[config.mk]
export PLATFORM = sky130hd
export DESIGN_NAME = oscan1_serializer
export DESIGN_NICKNAME = d
export VERILOG_FILES = /design/src/rtl/oscan1_pkg.sv /design/src/rtl/oscan1_halfdiv.sv /design/src/rtl/oscan1_seq.sv /design/src/rtl/oscan1_result.sv /design/src/rtl/oscan1_serializer.sv
export SDC_FILE = /design/constraint.sdc
export NUM_CORES = 1
export LEC_CHECK = 0
export BUFFER_PORTS_ARGS = -buffer_cell sky130_fd_sc_hd__buf_2
export CORE_MARGIN = 3
export CORE_UTILIZATION = 25
export CTS_CLUSTER_SIZE = 25
export DETAILED_ROUTE_END_ITERATION = 10
export GPL_TIMING_DRIVEN = 0
export MAX_ROUTING_LAYER = met4
export PLACE_DENSITY = 0.44
export SETUP_SLACK_MARGIN = 0.5
export SYNTH_ARGS = -nofsm -noshare
export SYNTH_HDL_FRONTEND = slang
export SYNTH_SLANG_ARGS = --single-unit
[constraint.sdc]
create_clock -name clk -period 2.5 [get_ports clk]
set_clock_uncertainty 0.15 [all_clocks]
set_input_delay 0.5 -clock clk [delete_from_list [all_inputs] [get_ports clk]]
set_output_delay 0.5 -clock clk [all_outputs]
set_load 0.005 [all_outputs]
[src/rtl/oscan1_pkg.sv]
package oscan1_pkg;
  typedef enum logic [1:0] {
    PH_TDI = 2'd0,
    PH_TMS = 2'd1,
    PH_TDO = 2'd2
  } phase_e;

  function automatic phase_e next_phase(input phase_e p);
    case (p)
      PH_TDI:  return PH_TMS;
      PH_TMS:  return PH_TDO;
      default: return PH_TDI;
    endcase
  endfunction
endpackage

[src/rtl/oscan1_halfdiv.sv]
module oscan1_halfdiv #(
  parameter int DIV_W = 8
) (
  input  logic             clk,
  input  logic             rst_n,
  input  logic             en,
  input  logic [DIV_W-1:0] half,
  output logic             tick
);
  logic [DIV_W-1:0] cnt;
  logic [DIV_W-1:0] lim;

  assign lim  = (half == '0) ? DIV_W'(1) : half;
  assign tick = en && (cnt == lim - DIV_W'(1));

  always_ff @(posedge clk or negedge rst_n) begin
    if (!rst_n)          cnt <= '0;
    else if (!en || tick) cnt <= '0;
    else                 cnt <= cnt + DIV_W'(1);
  end
endmodule

[src/rtl/oscan1_seq.sv]
module oscan1_seq
  import oscan1_pkg::*;
(
  input  logic clk,
  input  logic rst_n,
  input  logic start,
  input  logic req_tdi,
  input  logic req_tms,
  input  logic req_cap,
  input  logic tick,
  input  logic tmsc_i,
  output logic busy,
  output logic tck,
  output logic tmsc_o,
  output logic tmsc_oe,
  output logic cap_done,
  output logic cap_bit
);
  phase_e phase;
  logic   tck_q, tdi_q, tms_q, cap_q, samp_q;

  always_ff @(posedge clk or negedge rst_n) begin
    if (!rst_n) begin
      busy   <= 1'b0;
      phase  <= PH_TDI;
      tck_q  <= 1'b0;
      tdi_q  <= 1'b0;
      tms_q  <= 1'b0;
      cap_q  <= 1'b0;
      samp_q <= 1'b0;
    end else if (start) begin
      busy  <= 1'b1;
      phase <= PH_TDI;
      tck_q <= 1'b0;
      tdi_q <= req_tdi;
      tms_q <= req_tms;
      cap_q <= req_cap;
    end else if (busy && tick) begin
      if (!tck_q) begin
        tck_q <= 1'b1;
        if (phase == PH_TDO) samp_q <= tmsc_i;
      end else begin
        tck_q <= 1'b0;
        if (phase == PH_TDO) busy  <= 1'b0;
        else                 phase <= next_phase(phase);
      end
    end
  end

  assign tck      = tck_q;
  assign cap_done = busy && tick && tck_q && (phase == PH_TDO) && cap_q;
  assign cap_bit  = samp_q;

  always_comb begin
    tmsc_o  = 1'b0;
    tmsc_oe = 1'b1;
    if (busy) begin
      case (phase)
        PH_TDI:  tmsc_o  = ~tdi_q;
        PH_TMS:  tmsc_o  = tms_q;
        default: tmsc_oe = 1'b0;
      endcase
    end
  end
endmodule

[src/rtl/oscan1_result.sv]
module oscan1_result (
  input  logic clk,
  input  logic rst_n,
  input  logic load,
  input  logic load_bit,
  input  logic out_ready,
  output logic out_valid,
  output logic out_tdo
);
  always_ff @(posedge clk or negedge rst_n) begin
    if (!rst_n) begin
      out_valid <= 1'b0;
      out_tdo   <= 1'b0;
    end else if (load) begin
      out_valid <= 1'b1;
      out_tdo   <= load_bit;
    end else if (out_ready) begin
      out_valid <= 1'b0;
    end
  end
endmodule

[src/rtl/oscan1_serializer.sv]
module oscan1_serializer #(
  parameter int DIV_W = 8
) (
  input  logic             clk,
  input  logic             rst_n,
  input  logic [DIV_W-1:0] half_div,
  input  logic             in_valid,
  output logic             in_ready,
  input  logic             in_tdi,
  input  logic             in_tms,
  input  logic             in_cap,
  output logic             out_valid,
  input  logic             out_ready,
  output logic             out_tdo,
  output logic             tck,
  output logic             tmsc_o,
  output logic             tmsc_oe,
  input  logic             tmsc_i
);
  logic busy, tick, start, cap_done, cap_bit;

  assign in_ready = !busy && !out_valid;
  assign start    = in_valid && in_ready;

  oscan1_halfdiv #(.DIV_W(DIV_W)) u_div (
    .clk (clk),
    .rst_n (rst_n),
    .en (busy),
    .half (half_div),
    .tick (tick)
  );

  oscan1_seq u_seq (
    .clk (clk),
    .rst_n (rst_n),
    .start (start),
    .req_tdi (in_tdi),
    .req_tms (in_tms),
    .req_cap (in_cap),
    .tick (tick),
    .tmsc_i (tmsc_i),
    .busy (busy),
    .tck (tck),
    .tmsc_o (tmsc_o),
    .tmsc_oe (tmsc_oe),
    .cap_done (cap_done),
    .cap_bit (cap_bit)
  );

  oscan1_result u_res (
    .clk (clk),
    .rst_n (rst_n),
    .load (cap_done),
    .load_bit (cap_bit),
    .out_ready (out_ready),
    .out_valid (out_valid),
    .out_tdo (out_tdo)
  );
endmodule

==> results.yml, run 1 <==
power_and_ir_drop:
  power.switching_w: 0.000511
  seqPwrFrac: 0.361
  powerDensity_nw_per_um2: 788
  power_frac_comb: 0.447
  power_switching_share: 0.401
  power.leakage_nw: 0.706
  clockPowerShare: 0.191
  p_total_w: 0.00128
  ir_drop_v: 0.000203
  p_int_w: 0.000764
worst_setup_path:
  cp_cell_sequence: "buf_8, nor4_4, a21oi_2, ha_4, xor2_2, o2111ai_2, a2111oi_4, o21ai_4, nor3_2, mux2_4"
  worst_path_max_delay_cell: "nor4_4"
  critPathBufInv: 1
  path_delay_family: "compound AO/OA/AOI/OAI gates"
  end_kind: "flop"
  path_max_fanout: 6
  worst_setup_path_start_kind: "input pin"
  worstPathRequired_ps: 2500
  worstPathArrival_ps: 2610
  critical_path_class: "input pin to flop"
  critPathMaxStageDelay_ps: 320
clock_network:
  cts_buffer_depth: 2
  cts_sinks: 18
  cts_buffers: 3
  clk_pin_slew_ps: 70
  cts_root_buffer: "clkbuf_8"
  htreeDepth: 1
  cts_tree: "yes"
  clk_latency_ps: 260
grt:
  grt_usage: 0.116
  grt_pass1_vias: 1015
  grt_overflow_total: 0
  grt_pass1_wl_um: 4750
  grt_max_degree: 19
  antenna_found_initial: 0
logic_synthesis:
  seq_area_frac_synth: 0.379
  ys_async_sr_fraction: 1.00
  ys_warn_count: 0
  synth_edf_count: 0
  yosysTopAreaCell: "dfrtp_1"
  syn_area_um2: 1190
  synth_fp_nets: 146
  synth_cell_types: 49
  synth_top_area_frac: 0.379
  synth_ff_type: "dfrtp_1"
  syn_area_per_cell_um2: 9.29
  synth_area_leaders: "dfrtp_1, nand2_1, nor2_1"
  synthCells: 128
  synth-seq-cells: 18
run_status:
  status: "finished, violations left"
  violations: "setup timing"
routing:
  drt_wl_total_um: 2980
  drt_iter0_drc: 29
  vias_per_cell: 4.92
  wl_per_cell_um: 14.0
  drc_errors: 0
  ant_nets: 0
  route.vias.total: 1047
  dr.pass1.iters: 4
floorplan:
  initial_core_util: 0.266
  coreArea_um2: 4470
  die_x_um: 75.0
  pin_count: 22
  die_area_um2: 5620
  die_h_um: 75.0
  rows: 24
placement:
  numPortBuffers: 21
  pre_cts_ws_ps: -781
  routabilityCongestion: 0.876
  dp_hpwl_um: 2180
sta:
  setup_slack_ps: -116
  setup_viol: 13
  fin_crit_ps: 2620
  slew_viol_final: 0
  fmax_ghz: 0.382
  worstMarginPinSlew_ps: 545
  slew_headroom: 0.634
  rsz0062_at_grt: "yes"
  finalHoldViolCount: 0
  finalSetupTns_ps: -1110
  finalCritPeriodShare: 1.05
finish:
  multi_input_area_um2: 817
  seq_area_um2: 450
  utilization: 0.362
  nNetsFinal: 180
  layout_common_cells: "buf_2, dfrtp_1, nand2_1"
  antennaDiodeCount: 0
  synthToLayoutAreaGrowth_pct: 36.1
  drive_above_1_share: 0.373
  fillers: 475
  final_common_cell: "buf_2"
flow_run:
  max_cap_viol_count: 0
min_path:
  hp-class: "input pin to async pin"
## repair_timing
item | 4_1_cts | 5_1_grt
gates resized for setup | 15 | 14
hold buffers | 0 | 0
pin swaps | 11 | 13
endpoints found under the hold margin | 0 | 0
setup buffers | 6 | 2
gates cloned | 0 | 0
setup endpoints to repair | 15 | 15
## synth_stat cells, drive strengths merged (2+ instances only)
cell    number
mux2         2
a211oi       2
o211ai       3
xor2         5
a21oi        5
nor2        14
nor3         8
inv          5
nor2b        2
ha           2
nand3        4
and3         4
o21ai        3
o31ai        2
nand2       16
nand2b       2
buf          2
dfrtp       18
xnor2        7
## cell type report
type / count / share of cell area
Sequential cell: 18 / 0.278
Timing Repair Buffer: 29 / 0.118
Multi-Input combinational cell: 102 / 0.505
Tap cell: 52 / 0.0402
Clock buffer: 4 / 0.0340
Inverter: 5 / 0.0116
Buffer: 3 / 0.0124
## flip-flops by register name (all words and copies together), names as in the netlist
signal / cells
u_div.cnt: 8
u_seq.phase: 2
u_res.out_tdo: 1
u_res.out_valid: 1
u_seq.busy: 1
u_seq.cap_bit: 1
u_seq.cap_q: 1
u_seq.tck: 1
u_seq.tdi_q: 1
u_seq.tms_q: 1
## routing by layer
metal  wire (um)  share of wire  track usage
met5           0              0            -
met4          48          0.016       0.0474
met3          87          0.029       0.0174
met2        1430           0.48        0.177
met1        1410           0.47        0.152
## per-stage QoR
stage	hold slack, ps	cell area [um^2]	instances
final	15.6	1620	213
after global routing	45.1	1620	213
after CTS	31.2	1520	211
after detailed placement	313	1360	201
after global placement	306	1360	201
after floorplan	54.4	1190	128
## power by group through the flow
stage / Sequential [W] / Clock [W] / Combinational (W)
6_report: 0.000461 / 0.000244 / 0.000571
5_1_grt: 0.000473 / 0.000260 / 0.000643
4_1_cts: 0.000454 / 0.000251 / 0.000520
3_5_place_dp: 0.000460 / 0 / 0.000485
3_3_place_gp: 0.000459 / 0 / 0.000474
2_1_floorplan: 0.000436 / 0 / 0.000370
## final timing paths
kind,slack (ps),from,endpoint,cells past startpoint
min reg2reg,330,u_seq.tms_q,u_seq.tms_q,2
min in group clk,280,in_tms,u_seq.tms_q,3
max in group asynchronous,1880,rst_n,u_div.cnt[6],1
max reg2reg,280,u_div.cnt[4],u_seq.cap_bit,6
min,20,rst_n,u_seq.cap_q,1
max,-120,half_div[6],u_seq.cap_bit,10
## cells by family after synthesis
logic type,synth area share
XOR/XNOR,0.0947
adder cells (fa/ha/maj),0.0210
flip-flops,0.379
AND/OR/NAND/NOR,0.264
AO/OA/AOI/OAI,0.181
buffers and inverters,0.0326
multiplexers,0.0274
No activity file was read; power rests on OpenSTA's default activity.
==> run 2: changes to the inputs <==
Settings changed: RECOVER_POWER set to 25.
==> run 2 against run 1 <==
  * The flow still finishes with violations (setup timing)
  * Final area hardly changed
  * Final cell count unchanged
  * Routed wire length is essentially flat
  * Sequential share of layout area about the same
  * Utilization is essentially flat
  * Combinational power barely moved
  * First-iteration DRC count stayed put
  * Clock power about the same
  * Global-route usage did not move
  * Flip-flop and latch count stayed put
  * Register-to-register slack about the same
  * Clock-buffer cell count unchanged
  * Critical endpoint unchanged
  * Highest routed layer unchanged
==> results.yml, run 2 (synthesis gave the netlist of run 1 again) <==
run_status:
  status: "finished, violations left"
  violations: "setup timing"
sta:
  rsz0062_at_grt: "yes"
  finalCritPeriodShare: 1.05
  worstMarginPinSlew_ps: 1010
  fmax_ghz: 0.382
  slew_viol_final: 0
  setup_viol: 13
  hold-worst-slack_ps: 236
  finalHoldViolCount: 0
  finalSetupTns_ps: -1110
  slew_headroom: 0.324
  fin_crit_ps: 2620
  setup_slack_ps: -116
power_and_ir_drop:
  clockPowerShare: 0.191
  seqPwrFrac: 0.362
  power_switching_share: 0.401
  power.leakage_nw: 0.703
  ir_drop_v: 0.000203
  p_int_w: 0.000764
  powerDensity_nw_per_um2: 789
  power.switching_w: 0.000511
  power_frac_comb: 0.447
grt:
  use_met1: 0.152
  grt_usage: 0.116
  use_met2: 0.177
  grt_pass1_wl_um: 4750
  grt_pass1_vias: 1015
  grt_max_degree: 19
  grtUsageMet3: 0.0174
  grt_most_used_layer: "met2"
  antenna_found_initial: 0
  grt_overflow_total: 0
clock_network:
  cts_buffers: 3
  cts_sinks: 18
  clk_latency_ps: 260
  cts_buffer_depth: 2
  clk_pin_slew_ps: 70
  htreeDepth: 1
  cts_root_buffer: "clkbuf_8"
  cts_tree: "yes"
  cts_hold_buf: 0
floorplan:
  pin_count: 22
  die_area_um2: 5620
  rows: 24
  initial_core_util: 0.266
  die_x_um: 75.0
  die_h_um: 75.0
  coreArea_um2: 4470
worst_setup_path:
  ff2ff_setup_slack_ps: 280
  critPathMaxStageDelay_ps: 320
  worstReg2RegStart: "u_div.cnt[4]"
  end_kind: "flop"
  worst_setup_path_start_kind: "input pin"
  worst_path_max_delay_cell: "nor4_4"
  critPathLaunch: "half_div[6]"
  critPathBufInv: 1
  reg2reg_depth: 6
  path_max_fanout: 6
  path_delay_family: "compound AO/OA/AOI/OAI gates"
  endpoint: "u_seq.cap_bit"
  worstPathRequired_ps: 2500
  r2r-end: "u_seq.cap_bit"
  worstPathArrival_ps: 2610
  crit_cells: 10
  critical_path_class: "input pin to flop"
  cp_cell_sequence: "buf_8, nor4_4, a21oi_2, ha_4, xor2_2, o2111ai_2, a2111oi_4, o21ai_4, nor3_2, mux2_4"
placement:
  place_area_um2: 1360
  dp_hpwl_um: 2180
  numPortBuffers: 21
  routabilityCongestion: 0.876
routing:
  dr.pass1.iters: 4
  route.vias.total: 1047
  drt_iter0_drc: 29
  drt_wl_total_um: 2980
  ant_nets: 0
  vias_per_cell: 4.92
  wl_per_cell_um: 14.0
  drc_errors: 0
finish:
  antennaDiodeCount: 0
  nNetsFinal: 180
  largest-register: "u_div.cnt"
  largest_register_ffs: 8
  drive_above_1_share: 0.366
  fillers: 476
  layout_common_cells: "buf_2, dfrtp_1, nand2_1"
  top_regs: "u_div.cnt (8), u_seq.phase (2)"
  synthToLayoutAreaGrowth_pct: 36.0
  final_area_um2: 1620
min_path:
  hp-class: "input pin to async pin"
flow_run:
  max_cap_viol_count: 0
[run 2: changes by cell type in the layout (fill, tap and decap cells not counted), sizes merged]
cell / before / now
buf: 31 / 30
clkbuf: 5 / 6
[run 2: routing by layer]
metal / share of wire / vias up
met3: 0.029 / 5
li1: - / 528
met5: 0 / -
met4: 0.016 / 0
met1: 0.47 / 500
met2: 0.48 / 14
[run 2: worst min path at each step]
stage | from | to | slack [ps] | depth (start not counted)
after floorplan | rst_n | u_div.cnt[0] | 50 | 0
after global placement | rst_n | u_seq.cap_bit | 310 | 1
after detailed placement | rst_n | u_seq.cap_bit | 310 | 1
after CTS | rst_n | u_seq.cap_bit | 30 | 1
after global routing | in_tms | u_seq.tms_q | 300 | 3
final | rst_n | u_seq.cap_q | 240 | 1
[run 2: final cells by class]
type	instances	area, um^2	area share
buffer	3	20.0	0.0124
tap	52	65.1	0.0402
sequential	18	450	0.279
timing repair buffer	29	190	0.118
multi-input combinational	102	817	0.505
clock buffer	4	55.1	0.0341
inverter	5	18.8	0.0116
[run 2: per-stage QoR]
step	setup slack (ps)	total power (W)	cells	util
final	-116	0.00127	213	0.361
after global routing	-249	0.00138	213	0.361
after CTS	-173	0.00122	211	0.339
after detailed placement	-781	0.000945	201	0.305
after global placement	-724	0.000933	201	0.305
after floorplan	-322	0.000806	128	-
[run 2: power groups by stage]
stage | logic [W] | clock network (W) | registers [W]
2_1_floorplan | 0.000370 | 0 | 0.000436
3_3_place_gp | 0.000474 | 0 | 0.000459
3_5_place_dp | 0.000485 | 0 | 0.000460
4_1_cts | 0.000520 | 0.000251 | 0.000454
5_1_grt | 0.000643 | 0.000260 | 0.000473
6_report | 0.000570 | 0.000244 | 0.000461
[run 2: timing repair]
action / in CTS / in global routing
pin swaps: 11 / 13
setup buffers: 6 / 2
endpoints found under the setup margin: 15 / 15
resized for setup: 15 / 14
[run 2: worst reg2reg max path, stage by stage (launching register included)]
cell and delay (ps):
dfrtp_1 440, xnor2_2 320, o2111ai_2 230, a2111oi_4 290, o21ai_4 160, nor3_2 210
mux2_4 310
==> run 3: changes to the inputs <==
Settings changed: ABC_AREA set to 1.
==> run 3 against run 2 <==
  * The flow now finishes without violations
  * Die area up 0.57%
  * Register-to-register slack better by 440 ps
  * Largest power group is now sequential cells
  * Fmax up 16%
  * Largest cell class unchanged
  * Synthesized cell count up 30%
==> results.yml, run 3 <==
run_status:
  status: "complete, no violations"
flow_run:
  max_cap_viol_count: 0
finish:
  final_area_um2: 1540
  largest_register_ffs: 8
  top_regs: "u_div.cnt (8), u_seq.phase (2)"
  synthToLayoutAreaGrowth_pct: 28.7
  fillers: 484
  antennaDiodeCount: 0
  drive_above_1_share: 0.271
  multi_input_area_um2: 679
  utilization: 0.344
  final_common_cell: "nand2_1"
  largest-register: "u_div.cnt"
  layout_common_cells: "nand2_1, inv_1, dfrtp_1"
  nNetsFinal: 218
  seq_area_um2: 450
worst_setup_path:
  critPathBufInv: 1
  worst_setup_path_start_kind: "input pin"
  reg2reg_depth: 10
  worst_path_max_delay_cell: "ha_1"
  end_kind: "flop"
  crit_cells: 16
  worstPathRequired_ps: 2510
  path_delay_family: "simple AND/OR/NAND/NOR gates"
  critical_path_class: "input pin to flop"
  path_max_fanout: 3
  critPathMaxStageDelay_ps: 290
  path_common_cell: "nor2_4"
  worstPathArrival_ps: 2260
  cp_cell_sequence: "buf_8, nor2_4, nand2_2, nor2_4, nor2_2, ha_1, xor2_1, nand2_1, nor2_1, nand3_2, nor2_4, nand3_4, nor2_4, nand4_1, nand2_1, nand2_1"
floorplan:
  die_area_um2: 5650
  die_h_um: 75.2
  die_x_um: 75.2
  pin_count: 22
  rows: 24
  coreArea_um2: 4470
  initial_core_util: 0.267
sta:
  slew_headroom: 0.341
  fin_crit_ps: 2250
  fmax_ghz: 0.444
  worstMarginPinSlew_ps: 989
  setup_viol: 0
  slew_viol_final: 0
  finalCritPeriodShare: 0.900
  setup_slack_ps: 250
  rsz0062_at_grt: "yes"
  finalHoldViolCount: 0
placement:
  numPortBuffers: 21
  pre_cts_ws_ps: -154
  dp_hpwl_um: 2110
  routabilityCongestion: 0.782
  place_area_um2: 1370
power_and_ir_drop:
  power_switching_share: 0.357
  ir_drop_v: 0.000212
  clockPowerShare: 0.239
  seqPwrFrac: 0.432
  power.leakage_nw: 0.787
  p_int_w: 0.000648
  power_frac_comb: 0.329
  powerDensity_nw_per_um2: 655
  power.switching_w: 0.000360
  p_total_w: 0.00101
grt:
  grt_pass1_wl_um: 4570
  grt_usage: 0.111
  grt_pass1_vias: 1017
  grt_overflow_total: 0
  grt_max_degree: 19
  antenna_found_initial: 0
logic_synthesis:
  ys_warn_count: 0
  synth_edf_count: 0
  synth-seq-cells: 18
  synth_ff_type: "dfrtp_1"
  syn_area_um2: 1200
  synth_fp_nets: 185
  syn_area_per_cell_um2: 7.16
  ys_async_sr_fraction: 1.00
  ys_top_cells_by_count: "nand2_1, inv_1, dfrtp_1"
  yosysMostFrequentCell: "nand2_1"
  synth_top_area_frac: 0.377
  synthCells: 167
  synth_cell_types: 24
  seq_area_frac_synth: 0.377
  yosysTopAreaCell: "dfrtp_1"
  synth_area_leaders: "dfrtp_1, nand2_1, inv_1"
clock_network:
  cts_sinks: 18
  cts_hold_buf: 0
  clk_latency_ps: 260
  cts_tree: "yes"
  cts_buffer_depth: 2
  clk_pin_slew_ps: 70
  cts_root_buffer: "clkbuf_8"
  htreeDepth: 1
  cts_buffers: 3
routing:
  drt_wl_total_um: 2710
  ant_nets: 0
  wl_per_cell_um: 10.8
  dr.pass1.iters: 4
  drt_iter0_drc: 29
  route.vias.total: 1070
  drc_errors: 0
  vias_per_cell: 4.26
min_path:
  hp-class: "input pin to async pin"
==> run 3: worst register-to-register path: cells and delay by family, from the launching register on <==
family                    cells  cell delay, ps
DFF                           1             420
and+or+nand+nor               8             810
xor gates and xnor gates      1             200
AOI/OAI and AO/OA             1             110
==> run 3: path summary, 6_finish.rpt <==
| check | startpoint | end | slack (ps) |
|---|---|---|---|
| worst max-delay path | half_div[4] | u_res.out_tdo | 250 |
| worst min-delay path | rst_n | u_seq.phase[1] | 230 |
| max in group asynchronous | rst_n | u_div.cnt[5] | 1370 |
| worst max register to register | u_div.cnt[6] | u_res.out_tdo | 720 |
| min in group clk | out_ready | u_res.out_valid | 240 |
| worst min register to register | u_res.out_tdo | u_res.out_tdo | 320 |
==> run 3: cell type report <==
class	instances	share of cell area
tap	52	0.0423
inverter	27	0.0659
clock buffer	4	0.0358
sequential	18	0.293
multi-input combinational	122	0.441
timing repair buffer	28	0.122
==> run 3: power groups by stage <==
stage	registers, W	logic (W)	clock network [W]
detailed placement	0.000443	0.000320	0
global route	0.000445	0.000393	0.000269
CTS	0.000437	0.000341	0.000254
floorplan	0.000421	0.000245	0
finish	0.000436	0.000332	0.000241
global placement	0.000441	0.000317	0
==> run 3: repair_timing <==
action,CTS,global route
endpoints found under the setup margin,15,15
buffers inserted,6,1
gates resized for setup,14,1
pin swaps,12,4
==> run 3: routing by layer <==
| metal | track usage | up-vias | part of all wire |
|---|---|---|---|
| li1 | - | 580 | - |
| met1 | 0.146 | 472 | 0.50 |
| met2 | 0.169 | 13 | 0.46 |
| met3 | 0.0160 | 5 | 0.020 |
| met4 | 0.0524 | 0 | 0.022 |
| met5 | - | - | 0 |
==> run 3: cells by family after synthesis <==
group                    Yosys count  share of synthesized area
buffers and inverters             27                     0.0847
XOR/XNOR                           7                     0.0513
adder cells (fa/ha/maj)            2                     0.0209
AND/OR/NAND/NOR                  103                      0.423
AO/OA/AOI/OAI                     10                     0.0439
flip-flops                        18                      0.377
==> run 3: per-stage QoR <==
step / std cells / hold WS, ps / setup TNS (ps)
final: 251 / 227 / 0
after floorplan: 167 / 54.4 / 0
after global routing: 251 / 255 / 0
after global placement: 240 / 309 / -772
after CTS: 250 / 30.6 / 0
after detailed placement: 240 / 311 / -663
